**src/rtl/ddrfe_pkg.sv**
```systemverilog
// Package: shared parameters and command type for the command tracker.
// Assumes four banks and a 13-bit address bus by default.
package ddrfe_pkg;
    localparam int NUM_BANKS = 4;
    localparam int BA_W      = $clog2(NUM_BANKS);
    localparam int ADDR_W    = 13;
    localparam int AP_BIT    = 10;

    typedef enum logic [2:0] {
        CMD_NOP,
        CMD_ACT,
        CMD_RD,
        CMD_WR,
        CMD_PRE,
        CMD_REF,
        CMD_LMR
    } cmd_t;
endpackage

```
**src/rtl/ddrfe_cmd_decode.sv**
```systemverilog
// Module: captures the command pins on each rising edge and decodes them.
// Assumes active-low strobes. A command is only reported while the captured
// clock enable is high; otherwise the output is CMD_NOP.
module ddrfe_cmd_decode
    import ddrfe_pkg::*;
#(
    parameter int BAW = BA_W,
    parameter int AW  = ADDR_W
) (
    input  logic           clk,
    input  logic           rst_n,
    input  logic           cke,
    input  logic           cs_n,
    input  logic           ras_n,
    input  logic           cas_n,
    input  logic           we_n,
    input  logic [BAW-1:0] ba,
    input  logic [AW-1:0]  addr,
    output cmd_t           cmd,
    output logic [BAW-1:0] ba_q,
    output logic [AW-1:0]  addr_q,
    output logic           cke_q,
    output logic           cke_fall,
    output logic           cs_n_q
);
    logic ras_q, cas_q, we_q, cke_qq;

    // Capture pins on the rising edge.
    always_ff @(posedge clk) begin
        if (!rst_n) begin
            cs_n_q <= 1'b1;
            ras_q  <= 1'b1;
            cas_q  <= 1'b1;
            we_q   <= 1'b1;
            ba_q   <= '0;
            addr_q <= '0;
            cke_q  <= 1'b1;
            cke_qq <= 1'b1;
        end else begin
            cs_n_q <= cs_n;
            ras_q  <= ras_n;
            cas_q  <= cas_n;
            we_q   <= we_n;
            ba_q   <= ba;
            addr_q <= addr;
            cke_q  <= cke;
            cke_qq <= cke_q;
        end
    end

    assign cke_fall = cke_qq && !cke_q;

    // Decode captured strobes; deselect or low clock enable gives NOP.
    always_comb begin
        cmd = CMD_NOP;
        if (!cs_n_q && cke_q) begin
            unique case ({ras_q, cas_q, we_q})
                3'b011:  cmd = CMD_ACT;
                3'b101:  cmd = CMD_RD;
                3'b100:  cmd = CMD_WR;
                3'b010:  cmd = CMD_PRE;
                3'b001:  cmd = CMD_REF;
                3'b000:  cmd = CMD_LMR;
                default: cmd = CMD_NOP;
            endcase
        end
    end
endmodule

```
**src/rtl/ddrfe_bank_table.sv**
```systemverilog
// Module: per-bank open/row record and command legality check.
// Assumes cmd is already masked by chip select and clock enable.
// Illegal commands leave the table untouched.
module ddrfe_bank_table
    import ddrfe_pkg::*;
#(
    parameter int NB  = NUM_BANKS,
    parameter int BAW = BA_W,
    parameter int AW  = ADDR_W,
    parameter int APB = AP_BIT
) (
    input  logic           clk,
    input  logic           rst_n,
    input  cmd_t           cmd,
    input  logic [BAW-1:0] ba_q,
    input  logic [AW-1:0]  addr_q,
    output logic [NB-1:0]  bank_open,
    output logic [NB*AW-1:0] open_row,
    output logic           illegal
);
    logic any_open, tgt_open;

    assign any_open = |bank_open;
    assign tgt_open = bank_open[ba_q];

    // Flag commands that conflict with the current bank state.
    always_comb begin
        unique case (cmd)
            CMD_RD, CMD_WR:   illegal = !tgt_open;
            CMD_ACT:          illegal = tgt_open;
            CMD_REF, CMD_LMR: illegal = any_open;
            default:          illegal = 1'b0;
        endcase
    end

    for (genvar b = 0; b < NB; b++) begin : g_bank
        logic hit;
        assign hit = (ba_q == BAW'(b));

        // Open, close or hold this bank's row record.
        always_ff @(posedge clk) begin
            if (!rst_n) begin
                bank_open[b]          <= 1'b0;
                open_row[b*AW +: AW]  <= '0;
            end else if (!illegal) begin
                if (cmd == CMD_ACT && hit) begin
                    bank_open[b]         <= 1'b1;
                    open_row[b*AW +: AW] <= addr_q;
                end else if (cmd == CMD_PRE && (hit || addr_q[APB])) begin
                    bank_open[b] <= 1'b0;
                end else if ((cmd == CMD_RD || cmd == CMD_WR) && hit && addr_q[APB]) begin
                    bank_open[b] <= 1'b0;
                end
            end
        end

        AST_AUTO_PRE_CLOSES: assert property (@(posedge clk) disable iff (!rst_n)
            ((cmd == CMD_RD || cmd == CMD_WR) && hit && bank_open[b] && addr_q[APB])
            |=> !bank_open[b]);
        AST_ACT_OPENS: assert property (@(posedge clk) disable iff (!rst_n)
            (cmd == CMD_ACT && hit && !bank_open[b]) |=> bank_open[b]);
    end
endmodule

```
**src/rtl/ddrfe_mode_regs.sv**
```systemverilog
// Module: holds the mode register and the extended mode register.
// Assumes the write strobe is already qualified by command legality.
module ddrfe_mode_regs
    import ddrfe_pkg::*;
#(
    parameter int BAW = BA_W,
    parameter int AW  = ADDR_W
) (
    input  logic           clk,
    input  logic           rst_n,
    input  logic           load,
    input  logic [BAW-1:0] ba_q,
    input  logic [AW-1:0]  addr_q,
    output logic [AW-1:0]  mode_reg,
    output logic [AW-1:0]  ext_mode_reg
);
    // Store the op-code into the register the bank address selects.
    always_ff @(posedge clk) begin
        if (!rst_n) begin
            mode_reg     <= '0;
            ext_mode_reg <= '0;
        end else if (load) begin
            if (ba_q == BAW'(0))      mode_reg     <= addr_q;
            else if (ba_q == BAW'(1)) ext_mode_reg <= addr_q;
        end
    end

    AST_NO_LOAD_HOLD: assert property (@(posedge clk) disable iff (!rst_n)
        !load |=> ($stable(mode_reg) && $stable(ext_mode_reg)));
endmodule

```
**src/rtl/ddr_cmd_tracker.sv**
```systemverilog
// Module: top of the command front end. Joins decode, bank table and mode
// registers, and adds power-down tracking, the access window and error pulses.
// Assumes synchronous active-low reset and a single clock.
module ddr_cmd_tracker
    import ddrfe_pkg::*;
#(
    parameter int BURST_CYC = 4
) (
    input  logic                      clk,
    input  logic                      rst_n,
    input  logic                      cke,
    input  logic                      cs_n,
    input  logic                      ras_n,
    input  logic                      cas_n,
    input  logic                      we_n,
    input  logic [BA_W-1:0]           ba,
    input  logic [ADDR_W-1:0]         addr,
    output logic [NUM_BANKS-1:0]      bank_open,
    output logic [NUM_BANKS*ADDR_W-1:0] open_row,
    output logic [ADDR_W-1:0]         mode_reg,
    output logic [ADDR_W-1:0]         ext_mode_reg,
    output logic                      pd_precharge,
    output logic                      pd_active,
    output logic                      cmd_err,
    output logic                      cke_err
);
    localparam int CNT_W = $clog2(BURST_CYC + 1);

    cmd_t              cmd;
    logic [BA_W-1:0]   ba_q;
    logic [ADDR_W-1:0] addr_q;
    logic              cke_q, cke_fall, cs_n_q, illegal;
    logic [CNT_W-1:0]  busy_cnt;

    ddrfe_cmd_decode u_dec (
        .clk(clk), .rst_n(rst_n), .cke(cke), .cs_n(cs_n), .ras_n(ras_n),
        .cas_n(cas_n), .we_n(we_n), .ba(ba), .addr(addr), .cmd(cmd),
        .ba_q(ba_q), .addr_q(addr_q), .cke_q(cke_q), .cke_fall(cke_fall),
        .cs_n_q(cs_n_q)
    );

    ddrfe_bank_table u_banks (
        .clk(clk), .rst_n(rst_n), .cmd(cmd), .ba_q(ba_q), .addr_q(addr_q),
        .bank_open(bank_open), .open_row(open_row), .illegal(illegal)
    );

    ddrfe_mode_regs u_mode (
        .clk(clk), .rst_n(rst_n), .load(cmd == CMD_LMR && !illegal),
        .ba_q(ba_q), .addr_q(addr_q), .mode_reg(mode_reg),
        .ext_mode_reg(ext_mode_reg)
    );

    // Access window: reload on a legal read or write, count down otherwise.
    always_ff @(posedge clk) begin
        if (!rst_n)
            busy_cnt <= '0;
        else if ((cmd == CMD_RD || cmd == CMD_WR) && !illegal)
            busy_cnt <= CNT_W'(BURST_CYC);
        else if (busy_cnt != '0)
            busy_cnt <= busy_cnt - 1'b1;
    end

    // Register error pulses from the captured command and clock enable.
    always_ff @(posedge clk) begin
        if (!rst_n) begin
            cmd_err <= 1'b0;
            cke_err <= 1'b0;
        end else begin
            cmd_err <= illegal;
            cke_err <= !cke_q && (busy_cnt != '0);
        end
    end

    // Select power-down kind on the clock enable fall; leave when it returns.
    always_ff @(posedge clk) begin
        if (!rst_n) begin
            pd_precharge <= 1'b0;
            pd_active    <= 1'b0;
        end else if (cke_q) begin
            pd_precharge <= 1'b0;
            pd_active    <= 1'b0;
        end else if (cke_fall) begin
            pd_precharge <= !(|bank_open);
            pd_active    <= |bank_open;
        end
    end

    AST_DESELECT_HOLDS: assert property (@(posedge clk) disable iff (!rst_n)
        cs_n_q |=> ($stable(bank_open) && $stable(mode_reg) && $stable(ext_mode_reg)));
    AST_ERR_KEEPS_STATE: assert property (@(posedge clk) disable iff (!rst_n)
        cmd_err |-> $stable(bank_open));
    AST_PD_PRE_IDLE: assert property (@(posedge clk) disable iff (!rst_n)
        pd_precharge |-> (bank_open == '0));
    AST_PD_FREEZE: assert property (@(posedge clk) disable iff (!rst_n)
        !cke_q |=> $stable(bank_open));
    AST_BUSY_BOUND: assert property (@(posedge clk) disable iff (!rst_n)
        busy_cnt <= CNT_W'(BURST_CYC));
endmodule

```
**config.mk**
```make
export PLATFORM = sky130hd
export DESIGN_NAME = ddr_cmd_tracker
export DESIGN_NICKNAME = d
export VERILOG_FILES = /design/src/rtl/ddrfe_pkg.sv /design/src/rtl/ddrfe_cmd_decode.sv /design/src/rtl/ddrfe_bank_table.sv /design/src/rtl/ddrfe_mode_regs.sv /design/src/rtl/ddr_cmd_tracker.sv
export SDC_FILE = /design/constraint.sdc
export NUM_CORES = 1
export LEC_CHECK = 0
export ABC_AREA = 1
export BUFFER_PORTS_ARGS = -buffer_cell sky130_fd_sc_hd__buf_2
export CAP_MARGIN = 30
export CORE_ASPECT_RATIO = 2
export CORE_UTILIZATION = 56
export DETAILED_ROUTE_END_ITERATION = 16
export GPL_ROUTABILITY_DRIVEN = 0
export PLACE_DENSITY_LB_ADDON = 0.1
export SLEW_MARGIN = 20
export SYNTH_ARGS = -nofsm -noshare
export SYNTH_HDL_FRONTEND = slang
export SYNTH_SLANG_ARGS = --single-unit
```
**constraint.sdc**
```tcl
create_clock -name clk -period 2.98 [get_ports clk]
set_input_delay 0.447 -clock clk [delete_from_list [all_inputs] [get_ports clk]]
set_output_delay 0.447 -clock clk [all_outputs]
set_load 0.05 [all_outputs]
```
# [After elaboration in Yosys (flattened, before gate mapping)]
# Cells that the tools add are included.
[op_classes] addsub=1 magnitude_cmp=1 eq_ne=14 n_mux=19 bitwise=3 n_reduce_logical=54
[op_table] op="$logic_and 1x1->1" count=21
[op_table] op="$pmux 3 s6" count=1
[op_table] op="$reduce_and 2->1" count=9
[op_table] op="$eq 3x3->1 const B" count=5
[op_table] op="$reduce_bool 3->1" count=5
[op_table] op="$mux 1" count=13
[op_table] op="$eq 3x2->1 const B" count=4
[op_table] op="$mux 3" count=3
[op_table] op="$reduce_or 2->1" count=4
[op_table] op="$eq 3x1->1 const B" count=2
[op_table] op="$logic_not 1->1" count=5
[op_table] op="$logic_or 1x1->1" count=5
[op_table] op="$eq 2x2->1 const B" count=2
[op_table] op="$reduce_or 4->1" count=1
[op_table] op="$logic_not 3->1" count=1
[op_table] op="$lt 2x3->1 const B" count=1
[op_table] op="$not 1->1" count=3
[op_table] op="$pmux 1 s3" count=1
[op_table] op="$reduce_and 3->1" count=1
[op_table] op="$sub 3x1->3 const B" count=1
[op_table] op="$bmux 1 s2" count=1
[op_table] op="$eq 2x1->1 const B" count=1
[op_table] op="$logic_not 2->1" count=1
[op_table] op="$reduce_bool 2->1" count=1
[word_totals] register_bits=110 input_bits=22 out_inout_bits=86 elab_cells=116

# [Longest topological paths before layout]
# Gate-level depths: netlist (run 1).
[logic_depth] word_depth=10 mapped_depth=12 mapped_depth_nobuf=11

# [By module]
# Synthesis (run 1) repeated with hierarchy kept, for this count alone.
[hier_totals] cells_unflattened=701 hier_area_um2=4839.6
[by_module_without_submodules] mod="ddrfe_bank_table" instances=1 cells_per_inst=409 area_per_inst_um2=2710.1 seq_area_each_um2=1121.1
[by_module_without_submodules] mod="ddrfe_mode_regs" instances=1 cells_per_inst=169 area_per_inst_um2=1139.8 seq_area_each_um2=520.5
[by_module_without_submodules] mod="ddrfe_cmd_decode" instances=1 cells_per_inst=81 area_per_inst_um2=668.1 seq_area_each_um2=420.4
[by_module_without_submodules] mod="ddr_cmd_tracker" instances=1 cells_per_inst=42 area_per_inst_um2=321.6 seq_area_each_um2=140.1

# [Least setup slack after synthesis (run 1)]
# Ideal clock, no wire load.
[synth_path] path_kind="flip-flop to flip-flop" start="register u_banks.bank_open[3]" end="register u_mode.ext_mode_reg[5]" setup_ns=0.114 arrival_time_ns=1.568 required_ns=2.866 setup_slack_ns=1.297 path_stages_with_launch=11 n_path_buf=1 synth_period_minus_slack_ns=1.683 path_cell_list="dfxtp_1 nand2_1 nand2_1 nand2_2 nand3_2 nand3_4 nor2_4 buf_6 nand3_1 nand2_1 nor2_1"
[synth_via] elab_chain_cells=7 word_cells_on_any_way=8 classes_between="3 x mux; 5 x reduce/logical"
[synth_lines] element="start: declaration" line_no="ddrfe_bank_table.sv:17" source="output logic [NB-1:0] bank_open,"
[synth_lines] element="start signal: indexed assignment" line_no="ddrfe_bank_table.sv:43" source="bank_open[b] <= 1'b0;"
[synth_lines] element="start signal: indexed assignment" line_no="ddrfe_bank_table.sv:47" source="bank_open[b] <= 1'b1;"
[synth_lines] element="start signal: indexed assignment" line_no="ddrfe_bank_table.sv:50" source="bank_open[b] <= 1'b0;"
[synth_lines] element="$bmux 1 s2" line_no="ddrfe_bank_table.sv:24" source="assign tgt_open = bank_open[ba_q];"
[synth_lines] element="$mux 1 (not written as such)" line_no="ddrfe_bank_table.sv:24"
[synth_lines] element="$logic_not 1->1" line_no="ddrfe_bank_table.sv:29" source="CMD_RD, CMD_WR: illegal = !tgt_open;"
[synth_lines] element="$pmux 1 s3 *" line_no="ddrfe_bank_table.sv:28" source="unique case (cmd)"
[synth_lines] element="$logic_not 1->1 *"
[synth_lines] element="$logic_and 1x1->1 *" line_no="ddr_cmd_tracker.sv:48" source=".clk(clk), .rst_n(rst_n), .load(cmd == CMD_LMR && !illegal),"
[synth_lines] element="$reduce_and 3->1 (no line) *"
[synth_lines] element="end signal: assignment" line_no="ddrfe_mode_regs.sv:24" source="else if (ba_q == BAW'(1)) ext_mode_reg <= addr_q;"
[synth_lines] element="end: declaration" line_no="ddrfe_mode_regs.sv:15" source="output logic [AW-1:0] ext_mode_reg"
# Mark *: on every way between the ends. The rest lies on a longest branch, timed or not. The select of a mux whose other input is x is not followed.
# A chain may end at the register's enable or synchronous reset.

# [Worst setup path in the final report (run 1)]
[layout_path] start="register u_dec.ba_q[0]" end="register u_banks.open_row[23]"
[layout_via] elab_chain_cells=6 word_cells_on_any_way=8 classes_between="1 x eq/ne; 3 x mux; 1 x bitwise; 3 x reduce/logical"
[layout_lines] element="start: declaration" line_no="ddrfe_cmd_decode.sv:20" source="output logic [BAW-1:0] ba_q,"
[layout_lines] element="start signal: assignment" line_no="ddrfe_cmd_decode.sv:35" source="ba_q <= '0;"
[layout_lines] element="start signal: assignment" line_no="ddrfe_cmd_decode.sv:44" source="ba_q <= ba;"
[layout_lines] element="$bmux 1 s2" line_no="ddrfe_bank_table.sv:24"
[layout_lines] element="$mux 1 (not written as such)" line_no="ddrfe_bank_table.sv:24"
[layout_lines] element="$logic_not 1->1" line_no="ddrfe_bank_table.sv:29"
[layout_lines] element="$pmux 1 s3" line_no="ddrfe_bank_table.sv:28"
[layout_lines] element="$not 1->1 (no line)"
[layout_lines] element="$reduce_and 2->1 (no line) *"
[layout_lines] element="end signal: indexed assignment" line_no="ddrfe_bank_table.sv:48" source="open_row[b*AW +: AW] <= addr_q;"
[layout_lines] element="end: declaration" line_no="ddrfe_bank_table.sv:18" source="output logic [NB*AW-1:0] open_row,"
# Marks and branches as above.

==> results of run 1 <==
[synth_stat cells, types with 2 or more instances]
cell type and n:
nor2_1 173, nand3_2 2, clkbuf_1 11, nand3_1 28, buf_6 12, or2_2 6
dfxtp_1 110, nor3_4 2, inv_1 47, a21oi_1 6, nand4_1 3, o21ai_0 55
ha_1 2, nand2_2 3, nor2_2 2, nor2_4 5, o21ai_1 3, inv_2 5
buf_1 2, a21oi_2 4, nand2_1 72
[metal layers]
| metal | routed length, um | share of wire [%] | up-vias |
|---|---|---|---|
| met3 | 576 | 5.6 | 18 |
| met1 | 3970 | 38 | 1710 |
| met5 | 0 | 0 | - |
| met2 | 5530 | 53 | 136 |
| met4 | 292 | 2.8 | 0 |
| li1 | - | - | 1925 |
[where the power goes]
part           leakage (nW)  internal [mW]  switching (mW)
Clock                 0.142          0.675           0.533
Sequential            0.893           1.51          0.0419
Combinational          1.62         0.0773           0.154
[logic make-up after synthesis]
group | count (synthesis) | share of synthesized area, %
buf+inv | 78 | 8.98
simple gates | 300 | 30.6
flops | 110 | 51.5
fa+ha+maj | 2 | 0.585
compound gates | 68 | 8.31
[critical path, delay by kind of cell (launching register included)]
| family | cells | cell delay, ps |
|---|---|---|
| DFF | 1 | 440 |
| and+or+nand+nor | 4 | 980 |
| buffers and inverters | 3 | 490 |
[through the flow]
stage | std cells | worst slack, ps | area [um^2] | total power, mW
after floorplan | 558 | 1300 | 4280 | 1.74
after CTS | 751 | 983 | 5070 | 3.00
final | 751 | 966 | 5070 | 2.99
after global placement | 735 | 1120 | 4770 | 1.80
after detailed placement | 735 | 1010 | 4770 | 1.82
after global routing | 751 | 752 | 5070 | 3.08
[cell type report]
cell class	instances	share of cell area [%]
sequential	110	43.5
multi-input combinational	370	33.4
timing repair buffer	110	11.0
clock buffer	11	4.79
inverter	53	3.95
tap	92	2.27
clock inverter	5	1.16
[worst paths after layout]
kind,endpoint,slack [ps],startpoint
max,u_banks.open_row[23],970,u_dec.ba_q[0]
min,u_dec.addr_q[7],270,addr[7]
max reg2reg,u_banks.open_row[23],970,u_dec.ba_q[0]
min reg2reg,busy_cnt[0],480,busy_cnt[0]
==> flow_metrics.tcl, run 1 <==
set metrics [dict create \
    drv_cap 0 \
    hold_viol_final 0 \
    register_area_um2 2200 \
    final_cell_mix "173 x nor2_1, 110 x dfxtp_1, 107 x buf_2" \
    core-area_um2 7320 \
    yosys_warnings 0 \
    leakage_nw 2.66 \
    dp_hpwl_mm 7.46 \
    grt_busiest_layer "met2" \
    rsz0062_at_grt "false" \
    initial_core_util_pct 58.4 \
    hold_slack_ps 273 \
    die_h_um 126 \
    synth-seq-area-share_pct 51.5 \
    netlist_area_um2 4280 \
    insertion_delay_ps 350 \
    drtAntennaViolNets 0 \
    wl_per_cell_um 13.8 \
    cp-start-kind "flip-flop" \
    worst_pin_slew_ps 678 \
    cts_root_buffer "clkbuf_16" \
    yosys_most_used_dff "dfxtp_1" \
    setup_tns_ps 0 \
    relSlewSlack_pct 54.8 \
    clk_pin_slew_worst_paths_ps 70 \
    rows 44 \
    fin_crit_ps 2010 \
    critPathKind "flip-flop to flip-flop" \
    dieArea_um2 8010 \
    numCtsBuffers 9 \
    grt_first_pass_wirelength_mm 16.8 \
    synth-async-reset-ratio_pct 0 \
    endpoint_kind "flip-flop" \
    drc 0 \
    slowest_stage "nor2_2" \
    synthDistinctLibCells 26 \
    drive_above_1_share_pct 24.0 \
    largest-register "u_banks.open_row" \
    met2_usage_pct 49.6 \
    fmax_ghz 0.496 \
    ctsHtreeMaxLevel 3 \
    nFillCells 636 \
    synth_top_area_share_pct 51.5 \
    largest_reg_flops 52 \
    crit_path_cell_trace "inv_2 -> nor2_2 -> inv_1 -> nor2_4 -> inv_2 -> nor2_1 -> nor2_1" \
    post-cts-setup-buffers 0 \
    crit_arrival_ps 2260 \
    setup_viol 0 \
    powerDensity_nw_per_um2 590 \
    slew_violations 0 \
    layout_commonest_cell "nor2_1" \
    die_width_um 63.8 \
    area_growth_pct 18.5 \
    multiInputGateArea_um2 1690 \
    holdCritPathClass "input port to flip-flop" \
    period_share_pct 67.6 \
    antenna_found_initial 0 \
    ys_seq_elements 110 \
    post_cts_resized 0 \
    syn-instance-count 558 \
    cts_hold_buffers 0 \
    crit_fanout 16 \
    gr-usage-met1_pct 28.1 \
    synth-edff-count 0 \
    io_buffer_count 107 \
    clock_skew_ps 5.07 \
    irDropWorstVdd_uv 384 \
    syn_nets 582 \
    avgSynthCellArea_um2 7.66 \
    vias 3789 \
    drt-initial-drc-count 222 \
    yosysTopAreaCell "dfxtp_1" \
    drt_pass1_iterations 4 \
    diodes 0 \
    grt_use_met3_pct 5.57 \
    grt_pass1_vias 3592 \
    clockBufferDepth 2 \
    fin_nets 678 \
    hold_path_depth 3 \
    ioPinCount 108 \
    cts_sinks 110 \
    fin_util_pct 69.2 \
    via_per_inst 5.05 \
    rr_worst_depth 7 \
    track_usage_pct 27.2 \
    cts_tree "built" \
    max_stage_delay_ps 470 \
    routed_wl_mm 10.4 \
    grt_overflow_total 0 \
    grt_max_degree 40 \
    synth_area_leaders "dfxtp_1 51%, nor2_1 15%, o21ai_0 6.4%" \
    cp_data_required_time_ps 3220 \
    status "finished, final reports clean" \
]
Note: power is estimated with default switching activity, not from simulation.
==> inputs of run 2 (changes only) <==
CORE_UTILIZATION = 52   (was 56)
clock period = 2 ns   (was 2.98 ns; I/O delays follow)
==> flow_metrics.tcl, run 2 (same netlist as run 1, synthesis figures left out) <==
set metrics [dict create \
    status "finished, final reports clean" \
    die_width_um 66.1 \
    drtAntennaViolNets 0 \
    grt_overflow_total 0 \
    fin_crit_ps 1790 \
    drc 0 \
    dp_hpwl_mm 7.58 \
    multiInputGateArea_um2 1700 \
    clkPwrFrac_pct 40.2 \
    cts_tree "built" \
    fin_nets 683 \
    relSlewSlack_pct 61.1 \
    max_stage_delay_ps 350 \
    routed_wl_mm 10.4 \
    p_sw_share_pct 23.9 \
    clock_skew_ps 8.21 \
    p_sw_mw 1.06 \
    rsz0062_at_grt "false" \
    diodes 0 \
    initial_core_util_pct 53.8 \
    largest-register "u_banks.open_row" \
    via_per_inst 4.90 \
    final_cell_mix "173 x nor2_1, 109 x dfxtp_1, 107 x buf_2" \
    register_area_um2 2200 \
    cts_root_buffer "clkbuf_16" \
    drive_above_1_share_pct 24.7 \
    antenna_found_initial 0 \
    nFillCells 730 \
    dieArea_um2 8610 \
    die_h_um 130 \
    area_growth_pct 20.0 \
    core-area_um2 7940 \
    powerDensity_nw_per_um2 867 \
    endpoint_kind "flip-flop" \
    intPower_mw 3.39 \
    holdCritPathClass "input port to flip-flop" \
    fin_ws_ps 207 \
    wl_per_cell_um 13.7 \
    hold_viol_final 0 \
    worst_pin_slew_ps 582 \
    setup_tns_ps 0 \
    clockBufferDepth 2 \
    clk_pin_slew_worst_paths_ps 70 \
    crit_top_cell "nor2_1" \
    cp_data_required_time_ps 2240 \
    ctsHtreeMaxLevel 3 \
    track_usage_pct 25.2 \
    largest_reg_flops 52 \
    grt_pass1_vias 3325 \
    grt_first_pass_wirelength_mm 16.3 \
    setup_viol 0 \
    grt_max_degree 61 \
    crit_arrival_ps 2030 \
    drt_pass1_iterations 4 \
    crit_path_cell_trace "nand2_1 -> nor3_2 -> nand4_4 -> nor2_4 -> inv_2 -> nor2_1 -> nor2_1" \
    leakage_nw 2.70 \
    ioPinCount 108 \
    cp-start-kind "flip-flop" \
    pre_cts_ws_ps 164 \
    p_comb_share_pct 7.9 \
    slew_violations 0 \
    drt-initial-drc-count 192 \
    insertion_delay_ps 350 \
    irDropWorstVdd_uv 682 \
    rows 46 \
    slowest_stage "dfxtp_1" \
    seq_power_share_pct 51.9 \
    layout_commonest_cell "nor2_1" \
    vias 3727 \
    numCtsBuffers 9 \
    drv_cap 0 \
    fmax_ghz 0.558 \
    cts_sinks 110 \
    period_share_pct 89.6 \
    critPathKind "flip-flop to flip-flop" \
    cts_hold_buffers 0 \
    crit_fanout 14 \
    io_buffer_count 107 \
]
run 2: cell count changes in the layout (fill, tap and decap cells not counted), sizes merged, moves of 2 or more:
cell	change
clkinv	-2
clkinvlp	-2
clkbuf	+4
buf	+4
run 2: final timing paths:
| path | startpoint | end | slack (ps) | cells after the start |
|---|---|---|---|---|
| min | addr[8] | u_dec.addr_q[8] | 130 | 3 |
| max | u_dec.cke_q | u_banks.open_row[17] | 210 | 7 |
| min reg2reg | busy_cnt[1] | busy_cnt[1] | 460 | 2 |
| max reg2reg | u_dec.cke_q | u_banks.open_row[17] | 210 | 7 |
run 2: per-stage QoR:
stage               cells  total power, mW  hold slack [ps]  area, um^2  utilization [%]
floorplan             558             2.60              398        4280                -
detailed placement    742             2.71              456        4810             60.5
CTS                   758             4.48              127        5110             64.4
global route          760             4.61              131        5130             64.6
finish                760             4.45              127        5130             64.6
global placement      742             2.69              445        4810             60.5
run 2: critical path: cells and delay by family (launching register included):
kind                   cells  cell delay, ps
AND/OR/NAND/NOR            6            1140
flip-flops                 1             350
buffers and inverters      1             190
run 2: repair_timing:
action	in CTS	in global routing
setup buffers	0	1
endpoints found under the hold margin	0	0
setup endpoints to repair	0	35
resized for setup	0	2
run 2: layer usage:
metal | GRT usage [%] | vias up | wire, um
li1 | - | 1932 | -
met1 | 28.2 | 1683 | 4190
met2 | 46.2 | 101 | 5630
met3 | 4.02 | 11 | 390
met4 | 10.3 | 0 | 182
met5 | 0 | - | 0
run 2: final cells by class:
class / count / area share, %
clock buffer: 15 / 5.80
clock inverter: 1 / 0.171
inverter: 53 / 3.90
multi-input combinational: 371 / 33.2
sequential: 110 / 42.9
tap: 96 / 2.34
timing repair buffer: 114 / 11.7
run 2: power by group through the flow:
stage          sequential (mW)  clock [mW]  combinational [mW]
5_1_grt                   2.32        1.89               0.394
2_1_floorplan             2.37           0               0.222
4_1_cts                   2.31        1.82               0.352
3_5_place_dp              2.36           0               0.350
6_report                  2.31        1.79               0.351
3_3_place_gp              2.36           0               0.328
